File: config.mk
export PLATFORM = sky130hd
export DESIGN_NAME = vidCtrlSync
export DESIGN_NICKNAME = d
export VERILOG_FILES = /design/src/rtl/vcsPkg.sv /design/src/rtl/vcsCtrl.sv /design/src/rtl/vcsData.sv /design/src/rtl/vidCtrlSync.sv
export SDC_FILE = /design/constraint.sdc
export NUM_CORES = 1
export LEC_CHECK = 0
export ABC_AREA = 0
export BUFFER_PORTS_ARGS = -buffer_cell sky130_fd_sc_hd__buf_4
export CAP_MARGIN = 20
export CORE_ASPECT_RATIO = 0.7
export CORE_MARGIN = 2
export CORE_UTILIZATION = 40
export DETAILED_ROUTE_END_ITERATION = 8
export PLACE_DENSITY = 0.55
export SLEW_MARGIN = 20
export SYNTH_ARGS = -nofsm -noshare
export SYNTH_HDL_FRONTEND = slang
export SYNTH_SLANG_ARGS = --single-unit
export TNS_END_PERCENT = 20
File: constraint.sdc
create_clock -name clk -period 5.8 [get_ports clk]
set_input_delay 0.29 -clock clk [delete_from_list [all_inputs] [get_ports clk]]
set_output_delay 0.29 -clock clk [all_outputs]
set_load 0.03 [all_outputs]
File: src/rtl/vcsPkg.sv
package vcsPkg;
  // strobes from control to datapath
  typedef struct packed {
    logic capture;  // store newW as the reference width
    logic fire;     // trigger accepted, starts a burst
  } vcsStrobe_t;
endpackage

File: src/rtl/vcsCtrl.sv
module vcsCtrl
  import vcsPkg::*;
#(
  parameter int DEPTH = 8,
  localparam int IW = $clog2(DEPTH),
  localparam int CW = $clog2(DEPTH + 1)
) (
  input  logic          clk,
  input  logic          rstN,
  input  logic          inValid,
  input  logic          inSop,
  input  logic [3:0]    inNib,
  input  logic          outReady,
  input  logic          enable,
  input  logic [CW-1:0] count,
  input  logic [15:0]   refW,
  input  logic          haveRef,
  input  logic          mWaitreq,
  output logic          inReady,
  output logic          outValid,
  output vcsStrobe_t    strobe,
  output logic [15:0]   newW,
  output logic          busy,
  output logic [IW-1:0] idx
);
  logic       accepted, isCtrl, widthBeat;
  logic [3:0] beatCnt;
  logic [11:0] widthSh;

  assign inReady  = outReady && !busy;
  assign outValid = inValid && !busy;
  assign accepted = inValid && inReady;

  // packet parser: beat counter and width nibble collector
  always_ff @(posedge clk) begin
    if (!rstN) begin
      beatCnt <= '0;
      isCtrl  <= 1'b0;
      widthSh <= '0;
    end else if (accepted) begin
      if (inSop) begin
        beatCnt <= 4'd1;
        isCtrl  <= (inNib == 4'hF);
      end else if (beatCnt != 4'd15) begin
        beatCnt <= beatCnt + 4'd1;
      end
      if (!inSop && isCtrl && beatCnt >= 4'd1 && beatCnt <= 4'd3)
        widthSh <= {widthSh[7:0], inNib};
    end
  end

  assign widthBeat = accepted && !inSop && isCtrl && (beatCnt == 4'd4);
  assign newW = {widthSh, inNib};

  always_comb begin
    strobe.capture = widthBeat && (!haveRef || newW != refW);
    strobe.fire    = widthBeat && haveRef && (newW != refW) && enable;
  end

  // write sequencer
  always_ff @(posedge clk) begin
    if (!rstN) begin
      busy <= 1'b0;
      idx  <= '0;
    end else if (strobe.fire && count != '0) begin
      busy <= 1'b1;
      idx  <= '0;
    end else if (busy && !mWaitreq) begin
      if ({1'b0, idx} == count - CW'(1)) begin
        busy <= 1'b0;
        idx  <= '0;
      end else begin
        idx <= idx + IW'(1);
      end
    end
  end

  assert_hold_R7: assert property (@(posedge clk) disable iff (!rstN)
    (busy && mWaitreq) |=> (busy && idx == $past(idx)));
  assert_idx_range_R5: assert property (@(posedge clk) disable iff (!rstN)
    busy |-> ({1'b0, idx} < count));
  assert_start_on_width_R8: assert property (@(posedge clk) disable iff (!rstN)
    $rose(busy) |-> $past(widthBeat && enable));
endmodule

File: src/rtl/vcsData.sv
module vcsData
  import vcsPkg::*;
#(
  parameter int DEPTH = 8,
  parameter int AW = 16,
  parameter int MDW = 32,
  parameter bit ONE_SHOT = 1'b0,
  localparam int IW = $clog2(DEPTH),
  localparam int CW = $clog2(DEPTH + 1),
  localparam int SAW = IW + 2
) (
  input  logic           clk,
  input  logic           rstN,
  input  logic [SAW-1:0] sAddr,
  input  logic           sWrite,
  input  logic [31:0]    sWdata,
  output logic [31:0]    sRdata,
  input  vcsStrobe_t     strobe,
  input  logic [15:0]    newW,
  input  logic           busy,
  input  logic [IW-1:0]  idx,
  output logic           enable,
  output logic [CW-1:0]  count,
  output logic [15:0]    refW,
  output logic           haveRef,
  output logic [AW-1:0]  mAddr,
  output logic [MDW-1:0] mWdata
);
  logic [AW-1:0]  addrMem [DEPTH];
  logic [MDW-1:0] dataMem [DEPTH];
  logic [1:0]     region;
  logic [IW-1:0]  sel;
  logic           ctrlWr;

  assign region = sAddr[SAW-1 -: 2];
  assign sel    = sAddr[IW-1:0];
  assign ctrlWr = sWrite && region == 2'd0 && sel == '0;

  always_ff @(posedge clk) begin
    if (!rstN) begin
      enable  <= 1'b0;
      count   <= '0;
      refW    <= '0;
      haveRef <= 1'b0;
    end else begin
      if (ctrlWr) enable <= sWdata[0];
      else if (ONE_SHOT && strobe.fire) enable <= 1'b0;
      if (sWrite && region == 2'd0 && sel == IW'(1))
        count <= (sWdata > 32'(DEPTH)) ? CW'(DEPTH) : sWdata[CW-1:0];
      if (strobe.capture) begin
        refW    <= newW;
        haveRef <= 1'b1;
      end
    end
  end

  for (genvar i = 0; i < DEPTH; i++) begin : g_entry
    always_ff @(posedge clk) begin
      if (!rstN) begin
        addrMem[i] <= '0;
        dataMem[i] <= '0;
      end else if (sWrite && sel == IW'(i)) begin
        if (region == 2'd1) addrMem[i] <= sWdata[AW-1:0];
        if (region == 2'd2) dataMem[i] <= sWdata[MDW-1:0];
      end
    end
  end

  always_comb begin
    case (region)
      2'd0:    sRdata = (sel == '0) ? {refW, 14'd0, busy, enable}
                      : (sel == IW'(1)) ? 32'(count) : 32'd0;
      2'd1:    sRdata = 32'(addrMem[sel]);
      2'd2:    sRdata = 32'(dataMem[sel]);
      default: sRdata = 32'd0;
    endcase
  end

  assign mAddr  = addrMem[idx];
  assign mWdata = dataMem[idx];

  assert_stable_R7: assert property (@(posedge clk) disable iff (!rstN)
    (busy && $past(busy) && $stable(idx)) |-> ($stable(mAddr) && $stable(mWdata)));
  assert_count_max_R10: assert property (@(posedge clk) disable iff (!rstN)
    count <= CW'(DEPTH));
  if (ONE_SHOT) begin : g_oneShot
    assert_disarm_R9: assert property (@(posedge clk) disable iff (!rstN)
      (strobe.fire && !ctrlWr) |=> !enable);
  end
endmodule

File: src/rtl/vidCtrlSync.sv
module vidCtrlSync
  import vcsPkg::*;
#(
  parameter int DW = 8,
  parameter int DEPTH = 8,
  parameter int AW = 16,
  parameter int MDW = 32,
  parameter bit ONE_SHOT = 1'b0,
  localparam int IW = $clog2(DEPTH),
  localparam int CW = $clog2(DEPTH + 1),
  localparam int SAW = IW + 2
) (
  input  logic           clk,
  input  logic           rstN,
  input  logic           inValid,
  output logic           inReady,
  input  logic [DW-1:0]  inData,
  input  logic           inSop,
  input  logic           inEop,
  output logic           outValid,
  input  logic           outReady,
  output logic [DW-1:0]  outData,
  output logic           outSop,
  output logic           outEop,
  input  logic [SAW-1:0] sAddr,
  input  logic           sWrite,
  input  logic [31:0]    sWdata,
  output logic [31:0]    sRdata,
  output logic           mWrite,
  output logic [AW-1:0]  mAddr,
  output logic [MDW-1:0] mWdata,
  input  logic           mWaitreq
);
  vcsStrobe_t    strobe;
  logic [15:0]   newW, refW;
  logic          busy, enable, haveRef;
  logic [IW-1:0] idx;
  logic [CW-1:0] count;

  assign outData = inData;
  assign outSop  = inSop;
  assign outEop  = inEop;
  assign mWrite  = busy;

  vcsCtrl #(.DEPTH(DEPTH)) u_ctrl (
    .clk, .rstN, .inValid, .inSop, .inNib(inData[3:0]), .outReady,
    .enable, .count, .refW, .haveRef, .mWaitreq,
    .inReady, .outValid, .strobe, .newW, .busy, .idx
  );

  vcsData #(.DEPTH(DEPTH), .AW(AW), .MDW(MDW), .ONE_SHOT(ONE_SHOT)) u_data (
    .clk, .rstN, .sAddr, .sWrite, .sWdata, .sRdata,
    .strobe, .newW, .busy, .idx,
    .enable, .count, .refW, .haveRef, .mAddr, .mWdata
  );
endmodule

==> results.py <==
metrics = {
    "routing": {
        "drc": 0,
        "first_pass_iters": 5,
        "wl_per_cell_um": 27.0,
        "viasPerCell": 5.77,
        "antenna_left": 0,
        "finalWirelength_um": 66400,
        "first_iter_violations": 1367,
        "vias": 14164,
    },
    "synth": {
        "synth_top_area_share_pct": 50.4,
        "synthArstFlopShare_pct": 0,
        "synth_simple_gate_area_share_pct": 14.6,
        "synth_xor_area_share_pct": 0.843,
        "yosysWarnings": 0,
        "synth_nets": 1642,
        "syn_avg_cell_area_sq_um": 14.4,
        "synth-edff-count": 384,
        "synthTopCellsByArea": "edfxtp_1, mux4_2, and2_1",
        "yosysSeqAreaShare_pct": 54.5,
        "synth-seq-cells": 430,
        "yosys.area.top_type": "edfxtp_1",
        "synthAdderAreaFrac_pct": 0.328,
        "synth_most_common_cell": "and2_1",
        "synth_commonest_cells": "and2_1, edfxtp_1, mux4_2",
        "synth_top_family_by_area": "multiplexers",
        "yosys_most_used_dff": "edfxtp_1",
        "synth_cell_types": 45,
        "syn_area_sq_um": 22900,
        "synth_compound_area_share_pct": 3.05,
        "syn_inst": 1583,
        "synthMuxAreaShare_pct": 23.8,
    },
    "final_layout": {
        "nNetsFinal": 1727,
        "area_growth_pct": 14.3,
        "antennaDiodeCount": 0,
        "layout-drive-gt1-share_pct": 30.2,
    },
    "floorplan": {
        "coreArea_sq_um": 56600,
        "start_util_pct": 40.4,
        "io-pin-count": 146,
        "die_height_um": 204,
        "die_w_um": 290,
        "row_count": 73,
        "die_area_sq_um": 59100,
    },
    "global_route": {
        "grt_pass1_vias": 14168,
        "antenna_found_initial": 3,
        "grt-ovfl-total": 0,
        "grt_usage_pct": 22.6,
        "grt_max_degree": 61,
        "grt_first_pass_wirelength_um": 96800,
    },
    "sta": {
        "worstMarginPinSlew_ns": 1.14,
        "finalSetupViolations": 0,
        "period_share_pct": 60.7,
        "fin_setup_tns_ns": 0,
        "worst_slack_ns": 2.28,
        "fin_crit_ns": 3.52,
        "fmax_ghz": 0.284,
        "hold_violations": 0,
        "relSlewSlack_pct": 24.2,
        "rsz0062_at_grt": "no",
        "finClkSkew_ns": 0.0100,
        "drv_slew": 0,
    },
    "placed_design": {
        "place_ws_ns": 2.37,
        "gp_congestion": 0.826,
        "port_buffers": 135,
        "dpl.hpwl_um": 41800,
    },
    "job": {
        "maxCapViolCount": 0,
    },
    "power_and_ir_drop": {
        "peakVddDrop_mv": 0.210,
        "leakage_nw": 8.98,
        "totalPowerFinal_mw": 7.21,
        "powerDensity_nw_per_um2": 276,
    },
    "cts": {
        "clk_latency_ns": 0.58,
        "ctsRootBufferMaster": "clkbuf_16",
        "cts_setup_buffers": 0,
        "clkTransAtPathRegs_ns": 0.06,
        "htree_levels": 2,
        "cts_resized": 0,
        "cts_tree": "built",
        "numClockSinks": 430,
        "hold_buffers": 4,
        "cts_buffers": 46,
        "clk_path_buf_depth": 3,
    },
    "worst_setup_path": {
        "cp.required_ns": 5.51,
        "endpoint_kind": "output pin",
        "r2r_cells": 4,
        "critPathMaxFanout": 36,
        "crit_arrival_ns": 3.23,
        "crit_type": "reg -> out",
        "start_kind": "register",
    },
    "hold_path": {
        "min_path_type": "in -> reg",
        "hold_depth": 2,
    },
    "status": {
        "outcome": "complete, no violations",
    },
}
[layout by cell type, fill, tap and decap left out, types with 7 or more instances in the layout]
cell type,synthesis,routed
nand3_1,30,30
o221ai_1,16,16
buf_4,17,170
mux2i_1,55,55
nand2b_1,9,9
a221oi_1,10,10
clkinv_2,0,12
clkinv_1,0,9
nor2b_1,22,20
and2_1,385,385
nor2_2,0,12
mux4_2,192,192
nand4_1,7,7
inv_1,7,7
o21ai_4,0,10
clkbuf_16,0,47
o21ai_0,36,20
dfxtp_1,46,43
xor2_1,18,18
a21oi_1,21,21
mux2_2,50,50
nand2_1,49,49
clkbuf_1,91,12
edfxtp_1,384,384
a22oi_1,8,8
nor2_1,46,34
nor4_1,12,12
[path summary, 6_finish.rpt]
check | to | slack [ns] | start
setup / recovery | mWdata[9] | 2.28 | register
hold / removal | u_data.dataMem[5][21]$_SDFFCE_PN0P_ | 0.04 | sWdata[21]
setup reg to reg | u_data.refW[8]$_SDFFE_PN0P_ | 3.83 | u_ctrl.busy$_SDFFE_PN0P_
hold reg to reg | u_ctrl.isCtrl$_SDFFE_PN0P_ | 0.49 | u_ctrl.isCtrl$_SDFFE_PN0P_
[per-stage QoR]
step                      cell area [sq um]  hold slack [ns]  util [%]  std cells
after floorplan                       22900            0.430         -       1583
after global placement                24600            0.477      43.5       2364
after detailed placement              24600            0.486      43.5       2365
after CTS                             26100           0.0110      46.1       2455
after global routing                  26100           0.0260      46.1       2456
final                                 26100           0.0357      46.1       2456
[routing by layer]
metal	global-route usage [%]	share of wire [%]
met1	34.0	46
met2	34.2	45
met3	4.02	6.9
met4	5.05	1.7
met5	0	0.021
[cell type report]
class / count / area, sq um
inverter: 7 / 26.3
sequential: 430 / 12500
clock buffer: 60 / 1230
clock inverter: 26 / 190
timing repair buffer: 177 / 1360
multi-input combinational: 1006 / 9920
tap: 750 / 938
fill: 4961 / 30500
[registers in the layout, summed over array words and instances, names as in the netlist, named ones only]
name / flops
u_data.dataMem: 256
u_data.addrMem: 128
u_data.refW: 16
u_ctrl.widthSh: 12
u_ctrl.beatCnt: 4
u_data.count: 4
u_ctrl.idx: 3
u_ctrl.busy: 1
u_ctrl.isCtrl: 1
u_data.enable: 1
u_data.haveRef: 1
[worst max-delay path: stages (launching register included)]
cell	delay (ns)
dfxtp_4	0.87
buf_4	0.58
mux4_2	0.57
mux2_2	0.37
buf_4	0.20
[power by group]
part	switching [mW]	internal, mW	leakage, nW
sequential	0.0772	3.52	4.03
combinational	0.438	0.302	4.24
clock	1.28	1.60	0.704
total	1.79	5.42	8.98
[kinds of logic (layout without fill, tap and decap cells)]
family	after synthesis	after routing
simple gates	573	573
mux	297	297
compound gates	108	108
fa+ha+maj	6	6
flops	430	430
xor+xnor	22	22
buf+inv	147	270
Power figures use the tool's default switching activity.
